File: src/rtl/dsr_pkg.sv
package dsr_pkg;

  typedef enum logic [1:0] {
    RGN_GPR  = 2'd0,
    RGN_SPEC = 2'd1,
    RGN_BUS  = 2'd2
  } region_e;

  typedef struct packed {
    logic wide_sp;
    logic page_z;
    logic page_y;
    logic page_x;
    logic page_d;
  } strap_t;

  // core-owned port numbers; the page registers must stay consecutive
  localparam int PORT_PAGE_BASE = 'h38;
  localparam int PORT_JMP       = 'h3C;
  localparam int PORT_SP_LO     = 'h3D;
  localparam int PORT_SP_HI     = 'h3E;
  localparam int PORT_STATUS    = 'h3F;
  localparam int NUM_PAGE       = 4;

endpackage

File: src/rtl/dsr_decode.sv
module dsr_decode
  import dsr_pkg::*;
#(
  parameter int ADDR_W    = 16,
  parameter int GPR_COUNT = 32,
  parameter int IO_COUNT  = 64,
  parameter int MEM_AW    = 24,
  parameter int unsigned DATA_BASE = 'h200000,
  parameter int unsigned IO_BASE   = DATA_BASE + GPR_COUNT,
  localparam int PORT_W   = $clog2(IO_COUNT)
) (
  input  logic [ADDR_W-1:0] addr,
  output region_e           region,
  output logic [PORT_W-1:0] port,
  output logic [MEM_AW-1:0] bus_addr
);

  localparam int IO_END = GPR_COUNT + IO_COUNT;

  logic [ADDR_W-1:0] io_off;
  logic              unused_io_hi;

  assign io_off       = addr - ADDR_W'(GPR_COUNT);
  assign port         = io_off[PORT_W-1:0];
  assign unused_io_hi = ^io_off[ADDR_W-1:PORT_W];

  always_comb begin
    region   = RGN_BUS;
    bus_addr = MEM_AW'(DATA_BASE) + MEM_AW'(addr);
    if (addr < ADDR_W'(GPR_COUNT)) begin
      region = RGN_GPR;
    end else if (addr < ADDR_W'(IO_END)) begin
      bus_addr = MEM_AW'(IO_BASE) + MEM_AW'(port);
      if (port >= PORT_W'(PORT_PAGE_BASE)) region = RGN_SPEC;
    end
  end

endmodule

File: src/rtl/dsr_regfile.sv
module dsr_regfile #(
  parameter int DATA_W = 8,
  parameter int DEPTH  = 32,
  localparam int IDX_W = $clog2(DEPTH)
) (
  input  logic              clk,
  input  logic              we,
  input  logic              re,
  input  logic [IDX_W-1:0]  idx,
  input  logic [DATA_W-1:0] wdata,
  output logic [DATA_W-1:0] rdata
);

  logic [DATA_W-1:0] mem [DEPTH];

  always_ff @(posedge clk) begin
    if (we) mem[idx] <= wdata;
  end

  always_ff @(posedge clk) begin
    if (re) rdata <= mem[idx];
  end

endmodule

File: src/rtl/dsr_special.sv
module dsr_special
  import dsr_pkg::*;
#(
  parameter int DATA_W = 8,
  parameter int PAGE_W = 24,
  parameter int PORT_W = 6,
  localparam int SP_W  = 2 * DATA_W,
  localparam int LOW_W = PAGE_W - DATA_W
) (
  input  logic              clk,
  input  logic              rst,
  input  logic              wr_en,
  input  logic              rd_en,
  input  logic [PORT_W-1:0] port,
  input  logic [DATA_W-1:0] wdata,
  input  strap_t            strap,
  output logic [PAGE_W-1:0] page_o [NUM_PAGE],
  output logic [PAGE_W-1:0] jmp_o,
  output logic [SP_W-1:0]   sp_o,
  output logic [DATA_W-1:0] status_o,
  output logic [DATA_W-1:0] rdata
);

  logic [NUM_PAGE-1:0][DATA_W-1:0] pg_q;
  logic [DATA_W-1:0]               jmp_q;
  logic [SP_W-1:0]                 sp_q;
  logic [DATA_W-1:0]               st_q;
  logic [NUM_PAGE-1:0]             gate;

  assign gate = {strap.page_z, strap.page_y, strap.page_x, strap.page_d};

  always_ff @(posedge clk) begin
    if (rst) begin
      pg_q  <= '0;
      jmp_q <= '0;
      sp_q  <= '0;
      st_q  <= '0;
    end else if (wr_en) begin
      for (int i = 0; i < NUM_PAGE; i++) begin
        if (port == PORT_W'(PORT_PAGE_BASE + i) && gate[i]) pg_q[i] <= wdata;
      end
      if (port == PORT_W'(PORT_JMP))    jmp_q <= wdata;
      if (port == PORT_W'(PORT_SP_LO))  sp_q[DATA_W-1:0] <= wdata;
      if (port == PORT_W'(PORT_SP_HI) && strap.wide_sp) sp_q[SP_W-1:DATA_W] <= wdata;
      if (port == PORT_W'(PORT_STATUS)) st_q <= wdata;
    end
  end

  always_ff @(posedge clk) begin
    if (rst) begin
      rdata <= '0;
    end else if (rd_en) begin
      rdata <= '0;
      for (int i = 0; i < NUM_PAGE; i++) begin
        if (port == PORT_W'(PORT_PAGE_BASE + i)) rdata <= pg_q[i];
      end
      if (port == PORT_W'(PORT_JMP))    rdata <= jmp_q;
      if (port == PORT_W'(PORT_SP_LO))  rdata <= sp_q[DATA_W-1:0];
      if (port == PORT_W'(PORT_SP_HI))  rdata <= sp_q[SP_W-1:DATA_W];
      if (port == PORT_W'(PORT_STATUS)) rdata <= st_q;
    end
  end

  for (genvar g = 0; g < NUM_PAGE; g++) begin : g_page_out
    assign page_o[g] = {pg_q[g], LOW_W'(0)};
  end
  assign jmp_o    = {jmp_q, LOW_W'(0)};
  assign sp_o     = sp_q;
  assign status_o = st_q;

  assert_page_gate_R3: assert property (@(posedge clk) disable iff (rst)
    (wr_en && port == PORT_W'(PORT_PAGE_BASE) && !strap.page_d) |=> $stable(pg_q[0]));

  assert_page_gate_z_R3: assert property (@(posedge clk) disable iff (rst)
    (wr_en && port == PORT_W'(PORT_PAGE_BASE + 3) && !strap.page_z) |=> $stable(pg_q[3]));

  assert_jmp_loads_R4: assert property (@(posedge clk) disable iff (rst)
    (wr_en && port == PORT_W'(PORT_JMP)) |=> (jmp_o[PAGE_W-1:LOW_W] == $past(wdata)));

  assert_splo_keeps_high_R5: assert property (@(posedge clk) disable iff (rst)
    (wr_en && port == PORT_W'(PORT_SP_LO)) |=> $stable(sp_o[SP_W-1:DATA_W]));

  assert_sphi_locked_R6: assert property (@(posedge clk) disable iff (rst)
    (wr_en && port == PORT_W'(PORT_SP_HI) && !strap.wide_sp) |=> $stable(sp_o));

endmodule

File: src/rtl/dsr_membus.sv
module dsr_membus #(
  parameter int DATA_W = 8,
  parameter int MEM_AW = 24
) (
  input  logic              clk,
  input  logic              rst,
  input  logic              req_rd,
  input  logic              req_wr,
  input  logic [MEM_AW-1:0] req_addr,
  input  logic [DATA_W-1:0] req_wdata,
  input  logic              rvalid_i,
  input  logic [DATA_W-1:0] rdata_i,
  output logic              mem_rd,
  output logic              mem_wr,
  output logic [MEM_AW-1:0] mem_addr,
  output logic [DATA_W-1:0] mem_wdata,
  output logic              pend,
  output logic              done,
  output logic [DATA_W-1:0] ret_data
);

  always_ff @(posedge clk) begin
    if (rst) begin
      mem_rd    <= 1'b0;
      mem_wr    <= 1'b0;
      mem_addr  <= '0;
      mem_wdata <= '0;
      pend      <= 1'b0;
      done      <= 1'b0;
      ret_data  <= '0;
    end else begin
      mem_rd <= req_rd;
      mem_wr <= req_wr;
      if (req_rd || req_wr) mem_addr <= req_addr;
      if (req_wr) mem_wdata <= req_wdata;
      done <= rvalid_i && pend;
      if (rvalid_i && pend) begin
        ret_data <= rdata_i;
        pend     <= 1'b0;
      end else if (req_rd) begin
        pend <= 1'b1;
      end
    end
  end

  assert_bus_onehot_R12: assert property (@(posedge clk) disable iff (rst)
    $onehot0({mem_rd, mem_wr}));

  assert_rd_pulse_R10: assert property (@(posedge clk) disable iff (rst)
    mem_rd |=> !mem_rd);

  assert_pend_clears_R10: assert property (@(posedge clk) disable iff (rst)
    (rvalid_i && pend) |=> (!pend && done));

  assert_done_needs_pend_R12: assert property (@(posedge clk) disable iff (rst)
    (!pend) |=> !done);

endmodule

File: src/rtl/dspace_router.sv
module dspace_router
  import dsr_pkg::*;
#(
  parameter int DATA_W    = 8,
  parameter int ADDR_W    = 16,
  parameter int GPR_COUNT = 32,
  parameter int IO_COUNT  = 64,
  parameter int MEM_AW    = 24,
  parameter int PAGE_W    = 24,
  parameter int unsigned DATA_BASE = 'h200000,
  parameter int unsigned IO_BASE   = DATA_BASE + GPR_COUNT,
  localparam int PORT_W   = $clog2(IO_COUNT),
  localparam int GPR_W    = $clog2(GPR_COUNT),
  localparam int SP_W     = 2 * DATA_W
) (
  input  logic              clk,
  input  logic              rst,
  input  logic [ADDR_W-1:0] acc_addr,
  input  logic [DATA_W-1:0] acc_wdata,
  input  logic              acc_rd,
  input  logic              acc_wr,
  input  logic              strap_page_d,
  input  logic              strap_page_x,
  input  logic              strap_page_y,
  input  logic              strap_page_z,
  input  logic              strap_wide_sp,
  output logic              rd_valid,
  output logic [DATA_W-1:0] rd_data,
  output logic              busy,
  output logic              mem_rd,
  output logic              mem_wr,
  output logic [MEM_AW-1:0] mem_addr,
  output logic [DATA_W-1:0] mem_wdata,
  input  logic              mem_rvalid,
  input  logic [DATA_W-1:0] mem_rdata,
  output logic [PAGE_W-1:0] page_d,
  output logic [PAGE_W-1:0] page_x,
  output logic [PAGE_W-1:0] page_y,
  output logic [PAGE_W-1:0] page_z,
  output logic [PAGE_W-1:0] page_jmp,
  output logic [SP_W-1:0]   stack_ptr,
  output logic [DATA_W-1:0] status
);

  region_e           rgn;
  logic [PORT_W-1:0] port;
  logic [MEM_AW-1:0] bus_addr;
  strap_t            strap;
  logic [DATA_W-1:0] gpr_q, spec_q, bus_q;
  logic              bus_done;
  logic              loc_valid_q, from_gpr_q;
  logic [PAGE_W-1:0] page_arr [NUM_PAGE];

  assign strap = '{wide_sp: strap_wide_sp, page_z: strap_page_z, page_y: strap_page_y,
                   page_x: strap_page_x, page_d: strap_page_d};

  dsr_decode #(
    .ADDR_W(ADDR_W), .GPR_COUNT(GPR_COUNT), .IO_COUNT(IO_COUNT),
    .MEM_AW(MEM_AW), .DATA_BASE(DATA_BASE), .IO_BASE(IO_BASE)
  ) u_decode (
    .addr(acc_addr), .region(rgn), .port(port), .bus_addr(bus_addr)
  );

  dsr_regfile #(.DATA_W(DATA_W), .DEPTH(GPR_COUNT)) u_gpr (
    .clk(clk),
    .we(acc_wr && rgn == RGN_GPR),
    .re(acc_rd && rgn == RGN_GPR),
    .idx(acc_addr[GPR_W-1:0]),
    .wdata(acc_wdata),
    .rdata(gpr_q)
  );

  dsr_special #(.DATA_W(DATA_W), .PAGE_W(PAGE_W), .PORT_W(PORT_W)) u_spec (
    .clk(clk), .rst(rst),
    .wr_en(acc_wr && rgn == RGN_SPEC),
    .rd_en(acc_rd && rgn == RGN_SPEC),
    .port(port), .wdata(acc_wdata), .strap(strap),
    .page_o(page_arr), .jmp_o(page_jmp), .sp_o(stack_ptr),
    .status_o(status), .rdata(spec_q)
  );

  dsr_membus #(.DATA_W(DATA_W), .MEM_AW(MEM_AW)) u_bus (
    .clk(clk), .rst(rst),
    .req_rd(acc_rd && rgn == RGN_BUS),
    .req_wr(acc_wr && rgn == RGN_BUS),
    .req_addr(bus_addr), .req_wdata(acc_wdata),
    .rvalid_i(mem_rvalid), .rdata_i(mem_rdata),
    .mem_rd(mem_rd), .mem_wr(mem_wr), .mem_addr(mem_addr), .mem_wdata(mem_wdata),
    .pend(busy), .done(bus_done), .ret_data(bus_q)
  );

  always_ff @(posedge clk) begin
    if (rst) begin
      loc_valid_q <= 1'b0;
      from_gpr_q  <= 1'b0;
    end else begin
      loc_valid_q <= acc_rd && rgn != RGN_BUS;
      if (acc_rd) from_gpr_q <= (rgn == RGN_GPR);
    end
  end

  assign rd_valid = loc_valid_q || bus_done;
  assign rd_data  = bus_done ? bus_q : (from_gpr_q ? gpr_q : spec_q);

  assign page_d = page_arr[0];
  assign page_x = page_arr[1];
  assign page_y = page_arr[2];
  assign page_z = page_arr[3];

  // input contract: one strobe at a time, nothing new while a bus read is out
  assert_single_strobe_R12: assert property (@(posedge clk) disable iff (rst)
    !(acc_rd && acc_wr));

  assert_idle_while_busy_R10: assert property (@(posedge clk) disable iff (rst)
    busy |-> !(acc_rd || acc_wr));

  assert_gpr_no_bus_R1: assert property (@(posedge clk) disable iff (rst)
    ((acc_rd || acc_wr) && rgn == RGN_GPR) |=> !(mem_rd || mem_wr));

  assert_spec_no_bus_R2: assert property (@(posedge clk) disable iff (rst)
    ((acc_rd || acc_wr) && rgn == RGN_SPEC) |=> !(mem_rd || mem_wr));

  assert_local_read_valid_R2: assert property (@(posedge clk) disable iff (rst)
    (acc_rd && rgn != RGN_BUS) |=> rd_valid);

  assert_no_dual_source_R12: assert property (@(posedge clk) disable iff (rst)
    !(loc_valid_q && bus_done));

endmodule

File: config.mk
export PLATFORM = sky130hd
export DESIGN_NAME = dspace_router
export DESIGN_NICKNAME = d
export VERILOG_FILES = /design/src/rtl/dsr_pkg.sv /design/src/rtl/dsr_decode.sv /design/src/rtl/dsr_regfile.sv /design/src/rtl/dsr_special.sv /design/src/rtl/dsr_membus.sv /design/src/rtl/dspace_router.sv
export SDC_FILE = /design/constraint.sdc
export NUM_CORES = 1
export LEC_CHECK = 0
export ABC_CLOCK_PERIOD_IN_PS = 6500
export BUFFER_PORTS_ARGS = -buffer_cell sky130_fd_sc_hd__buf_4
export CELL_PAD_IN_SITES_DETAIL_PLACEMENT = 1
export CELL_PAD_IN_SITES_GLOBAL_PLACEMENT = 1
export CORE_ASPECT_RATIO = 0.8
export CORE_MARGIN = 10
export CORE_UTILIZATION = 51
export CTS_CLUSTER_SIZE = 10
export DETAILED_ROUTE_END_ITERATION = 10
export GPL_TIMING_DRIVEN = 0
export HOLD_SLACK_MARGIN = 0.15
export PLACE_DENSITY = 0.88
export SYNTH_ARGS = -nofsm -noshare
export SYNTH_HDL_FRONTEND = slang
export SYNTH_SLANG_ARGS = --single-unit
export TNS_END_PERCENT = 1
File: constraint.sdc
create_clock -name clk -period 6.5 [get_ports clk]
set_input_delay 1.625 -clock clk [delete_from_list [all_inputs] [get_ports clk]]
set_output_delay 1.625 -clock clk [all_outputs]
set_load 0.01 [all_outputs]
## Word level (Yosys, flattened, before mapping)

Memories as Yosys holds them, arrays and structs flattened. A register that Yosys moved wholly into a read port is not among the register bits.
Cells that the tools add are included.

| storage, ports and cells | value |
|---|---|
| memories kept | 1 |
| bits in writable memories | 256 |
| output and inout bits | 188 |
| bits of input ports | 42 |
| word-level logic and storage cells | 78 |
| register bits after elaboration | 118 |

Memories:

| name | depth | bits a word | read ports | clocked after Yosys merged registers in | wr ports | line | text |
|---|---|---|---|---|---|---|---|
| u_gpr.mem | 32 | 8 | 1 | 1 | 1 | dsr_regfile.sv:14 | `logic [DATA_W-1:0] mem [DEPTH];` |

| operators by class | value |
|---|---|
| reduce and logical (&&, ||, !) cells | 25 |
| mux-type cells | 17 |
| magnitude comparators | 3 |
| add/sub/neg operators | 3 |
| equality and inequality tests | 11 |

Operator list:

| operator | number |
|---|---|
| two-way mux 8 bit | 10 |
| == test 6 bit, second input constant | 8 |
| two-way mux 24 bit | 2 |
| adder 22 x 16 -> 23 bit, first input constant | 1 |
| adder 22 x 6 -> 23 bit, first input constant | 1 |
| < comparator 16 x 6 -> 1 bit, second input constant | 1 |
| < comparator 16 x 7 -> 1 bit, second input constant | 1 |
| AND reduction 2 bit | 8 |
| logical AND 1 bit | 13 |
| greater-or-equal comparator 6 bit, second input constant | 1 |
| two-way mux 2 bit | 3 |
| subtractor 6 bit, second input constant | 1 |
| == test 2 x 1 -> 1 bit, second input constant | 1 |
| == test 2 bit, second input constant | 1 |
| zero test 2 bit | 1 |
| logical OR 1 bit | 2 |
| two-way mux 1 bit | 2 |
| inequality test 2 bit, second input constant | 1 |
| OR reduction 2 bit | 1 |

## Depth between registers and ports, before layout

| depth | value |
|---|---|
| word-level depth | 10 |
| depth in mapped cells | 9 |
| depth with buffers taken out | 5 |

## By module

A second synthesis with hierarchy kept.

| unflattened totals | value |
|---|---|
| cells, all modules | 1238 |
| area, all modules | 16540.9 µm² |

By module, submodules not included:

| module | area each (µm²) | cells an instance | seq. area each (µm²) | instances |
|---|---|---|---|---|
| dsr_regfile | 10286.1 | 576 | 7927.6 | 1 |
| dsr_special | 3955.0 | 402 | 1441.4 | 1 |
| dsr_membus | 1749.2 | 182 | 880.8 | 1 |
| dspace_router | 299.0 | 39 | 40.0 | 1 |
| dsr_decode | 251.5 | 39 | 0.0 | 1 |

## Least setup slack after synthesis

Ideal clock, no wire load.

| timing path | value |
|---|---|
| path kind | input-to-reg |
| start point | input acc_addr[15] |
| end point | memory u_gpr.mem[23][0], enable pin |
| arrival time | 3306 ps |
| setup time | 370 ps |
| stages on the path | 5 |
| required time | 6130 ps |
| path slack | 2823 ps |
| buffers on the path | 0 |
| cells stage by stage | nor3_1 nand3_1 nor4b_2 nand3_1 nor2_1 |

| between the ends | value |
|---|---|
| word-level cells in the longest chain between the ends | 7 |
| elaborated cells on any way between the ends | 8 |
| classes of those cells | 2 x order compare; 4 x mux; 2 x reduce/logical |

RTL lines:

| item | line | text |
|---|---|---|
| start, declared | dspace_router.sv:18 | `input logic [ADDR_W-1:0] acc_addr,` |
| < comparator 16 x 7 -> 1 bit | dsr_decode.sv:32 | `end else if (addr < ADDR_W'(IO_END)) begin` |
| two-way mux 2 bit | dsr_decode.sv:32 |  |
| two-way mux 2 bit (*) | dsr_decode.sv:30 | `if (addr < ADDR_W'(GPR_COUNT)) begin` |
| zero test 2 bit (*) | dspace_router.sv:66 | `.we(acc_wr && rgn == RGN_GPR),` |
| logical AND 1 bit (*) | dspace_router.sv:66 |  |
| two-way mux 1 bit (*) | dsr_regfile.sv:17 | `if (we) mem[idx] <= wdata;` |
| two-way mux 1 bit (implied by the code) (*) | dsr_regfile.sv:17 |  |
| end, declared | dsr_regfile.sv:14 |  |

Every way passes the cells marked *; elsewhere a longest branch is shown, timed or not.

## Final worst setup path

| timing path | value |
|---|---|
| start point | input acc_addr[1] |
| end point | memory u_gpr.mem[11][4], enable pin |

| between the ends | value |
|---|---|
| word-level cells in the longest chain between the ends | 9 |
| elaborated cells on any way between the ends | 11 |
| classes of those cells | 1 x add/sub; 3 x order compare; 5 x mux; 2 x reduce/logical |

RTL lines:

| item | line | text |
|---|---|---|
| subtractor 6 bit | dsr_decode.sv:23 | `assign io_off = addr - ADDR_W'(GPR_COUNT);` |
| greater-or-equal comparator 6 bit | dsr_decode.sv:34 | `if (port >= PORT_W'(PORT_PAGE_BASE)) region = RGN_SPEC;` |
| two-way mux 2 bit | dsr_decode.sv:34 |  |
| two-way mux 2 bit | dsr_decode.sv:32 |  |
| two-way mux 2 bit | dsr_decode.sv:30 |  |
| zero test 2 bit | dspace_router.sv:66 |  |
| logical AND 1 bit | dspace_router.sv:66 |  |
| two-way mux 1 bit | dsr_regfile.sv:17 |  |
| two-way mux 1 bit (implied by the code) | dsr_regfile.sv:17 |  |

Parallel ways exist; a longest one is shown, timed or not.

==> flow_summary_export.csv <==
group,metric,value,unit
timing,period_needed,4820,ps
critical_path,path_class,"primary input to flop",
critical_path,crit_top_cell,"buf_2",
critical_path,crit_chain,"buf_2 -> buf_2 -> buf_2 -> buf_1 -> nand3_1 -> nor2_1",
layout,fill_cells,2938,
logic_synthesis,synthMuxAreaShare,18.2,%
timing,layout_setup_ws,1680,ps
routing,drt_iter0_drc,1180,
logic_synthesis,avgSynthCellArea,15.0,sq um
routing,avgViaCountPerCell,6.03,
clock_tree,cts_hold_buf,0,
logic_synthesis,syn_inst,1052,
place,io_buffers,137,
die,dieArea,0.0384,sq mm
logic_synthesis,ys_seq_area_share,64.3,%
clock_tree,cts_tree,"yes",
clock_tree,post_cts_resized,0,
global_routing,grt_overflow,0,
logic_synthesis,yosysMostFrequentCell,"edfxtp_1",
place,hpwl,36500,um
critical_path,slowest_delay,1090,ps
logic_synthesis,synth_top_family_by_area,"multiplexers",
logic_synthesis,synth_compound_area_share,3.16,%
timing,fin_crit_sh,74.1,%
layout,stdcell_area,0.0189,sq mm
logic_synthesis,synth_simple_gate_area_share,8.01,%
flow_run,cap_viol_max_count,0,
pwr,powerDensity,273,mW/mm^2
die,die_w,217,um
timing,maxSlewHeadroom,14.0,%
global_routing,grt_pass1_wl,77000,um
pwr,swShare,22.8,%
global_routing,gr-usage-met2,45.3,%
layout,postLayoutCoreUtil,62.0,%
pwr,p_comb_share,7.3,%
clock_tree,clk_latency,540,ps
die,io_pins,230,
pwr,power_switching,1.18,mW
logic_synthesis,yosysTopAreaCell,"edfxtp_1",
timing,slew_viol_final,0,
pwr,intPower,3.98,mW
pwr,power_frac_seq,49.9,%
layout,final_layout_size_suffix_gt1_share,30.2,%
clock_tree,cts_buffer_depth,3,
worst_hold_path,hold_depth,2,
logic_synthesis,async_flop_share,0,%
layout,fin_cells,1756,
logic_synthesis,syn_area,0.0158,sq mm
die,rows,57,
logic_synthesis,synth_cell_type_count,54,
status,status,"completed",
place,pre_cts_ws,1370,ps
layout,layout.nets,1362,
timing,fin_setup_tns,0,ps
routing,vias,10600,
place,gp_congestion,0.898,
clock_tree,cts.sinks,375,
critical_path,critPathBufInv,4,
timing,hold_violations,0,
clock_tree,root_buffer,"clkbuf_16",
critical_path,worstSetupPathDepth,6,
pwr,ir_worst_vdd,0.000208,V
clock_tree,cts_buffers,43,
critical_path,crit_required,6640,ps
logic_synthesis,synthAdderAreaFrac,0,%
clock_tree,path_clk_slew,60,ps
timing,holdWs,468,ps
global_routing,first_global_vias,11100,
clock_tree,post-cts-setup-buffers,0,
global_routing,grt.busiest_layer,"met2",
logic_synthesis,yosys-top-cells-area,"edfxtp_1 50%, dfxtp_1 14%, mux4_2 12%",
critical_path,slowest_stage,"nor2_1",
critical_path,crit_fanout,10,
clock_tree,cts.htree.levels,2,
global_routing,grtUsageTotal,27.0,%
routing,drt_wl_total,53200,um
place,placed_area,0.0176,sq mm
pwr,p_clk_share,42.8,%
die,die_y,177,um
logic_synthesis,yosys_warnings,0,
logic_synthesis,ys_seq_elements,375,
timing,rsz0062_at_grt,"false",
routing,first_pass_iters,5,
critical_path,cp-start-kind,"primary input",
critical_path,setup.worst_path.end_class,"flop",
place,dp.cells,1688,
timing,max_freq,0.208,GHz
global_routing,met3_usage,6.79,%
logic_synthesis,synth_top_area_share,50.3,%
logic_synthesis,ys_top_cells_by_count,"264 x edfxtp_1, 128 x nor2_1, 111 x dfxtp_1, 94 x buf_4, 94 x mux2i_1",
worst_hold_path,hold_class,"flop to flop",
global_routing,grt_max_degree,34,
die,start_util,51.8,%
logic_synthesis,ys.flop_type,"edfxtp_1",
timing,tightest_slew,1290,ps
timing,finClkSkew,23.5,ps
critical_path,path_delay_family,"simple AND/OR/NAND/NOR gates",
pwr,p_total,5.16,mW
pwr,power.leakage,6.88,nW
global_routing,antenna_found_initial,3,
routing,wire_per_inst,30.3,um
critical_path,worstRegToRegCells,3,
global_routing,grt.met1_usage,33.9,%
timing,finalSetupViolations,0,
die,core_area,0.0305,sq mm
layout,area_growth,19.6,%
logic_synthesis,synth_edf_count,264,
critical_path,cp.arrival,4950,ps
routing,drc,0,
logic_synthesis,synth_xor_area_share,0,%
routing,ant_nets,0,
state kept, by name, indices dropped and copies added (netlist names), 16 cells and up:
| name | cells |
|---|---|
| u_gpr.mem | 256 |
| u_spec.sp_o | 16 |
| u_spec.page_o | 32 |
| u_bus.mem_addr | 17 |
per-layer routing:
layer  vias to the layer above  wire length, um
met3                       138             5420
li1                       4313                -
met4                         0             1690
met5                         -                0
met2                       701            26400
met1                      5444            19700
final timing paths:
path / start / to / slack (ps)
setup reg to reg: u_gpr.mem[23][3] / u_gpr.rdata[3] / 4460
hold / removal: u_bus.mem_wdata[3] / u_bus.mem_wdata[3] / 470
hold reg to reg: u_bus.mem_wdata[3] / u_bus.mem_wdata[3] / 470
setup / recovery: acc_addr[1] / u_gpr.mem[11][4] / 1680
worst reg2reg max path, delay by kind of cell (launching register included):
kind   cells  cell delay, ps
DFF        1             380
muxes      3            1420
cell families after synthesis:
family,Yosys count
DFF,375
and+or+nand+nor,260
buffers and inverters,154
other,1
AOI/OAI and AO/OA,77
muxes,185
final cells by class:
type	instances	area, sq um	area share [%]
plain buffers	150	967	5.13
clock buffers	66	1210	6.44
flip-flops and latches	375	10100	53.8
inverters	4	15.0	0.0796
well taps	413	517	2.74
diodes	2	5.00	0.0265
repair buffers	137	1030	5.45
multi-input cells	609	4970	26.4
power groups by stage:
| stage | Sequential, mW | Clock (mW) | Combinational, mW |
|---|---|---|---|
| after floorplan | 2.63 | 0 | 0.209 |
| after global placement | 2.62 | 0 | 0.338 |
| after detailed placement | 2.62 | 0 | 0.356 |
| after CTS | 2.58 | 2.20 | 0.363 |
| final | 2.58 | 2.21 | 0.376 |
| after global routing | 2.58 | 2.30 | 0.396 |
cells in the final DEF, fill, tap and decap left out, drive strengths merged, types with 2 or more instances in the layout:
cell type  Yosys  final
edfxtp       264    264
buf          123    260
nor2         128    128
dfxtp        111    111
mux2i         94     94
clkbuf        27     93
conb           1     87
mux4          81     81
nand2         62     62
a21oi         27     27
nand3         25     25
o21ai         20     20
mux2          10     10
nor3          10     10
nor2b          7      7
a221oi         6      6
nand2b         5      5
inv            4      4
nor4           4      4
and3           3      3
or3            3      3
a22oi          3      3
o2111ai        3      3
o221a          3      3
nand4          3      3
or2            3      3
diode          0      2
and4b          2      2
o311ai         2      2
Note: power is estimated with default switching activity, not from simulation.
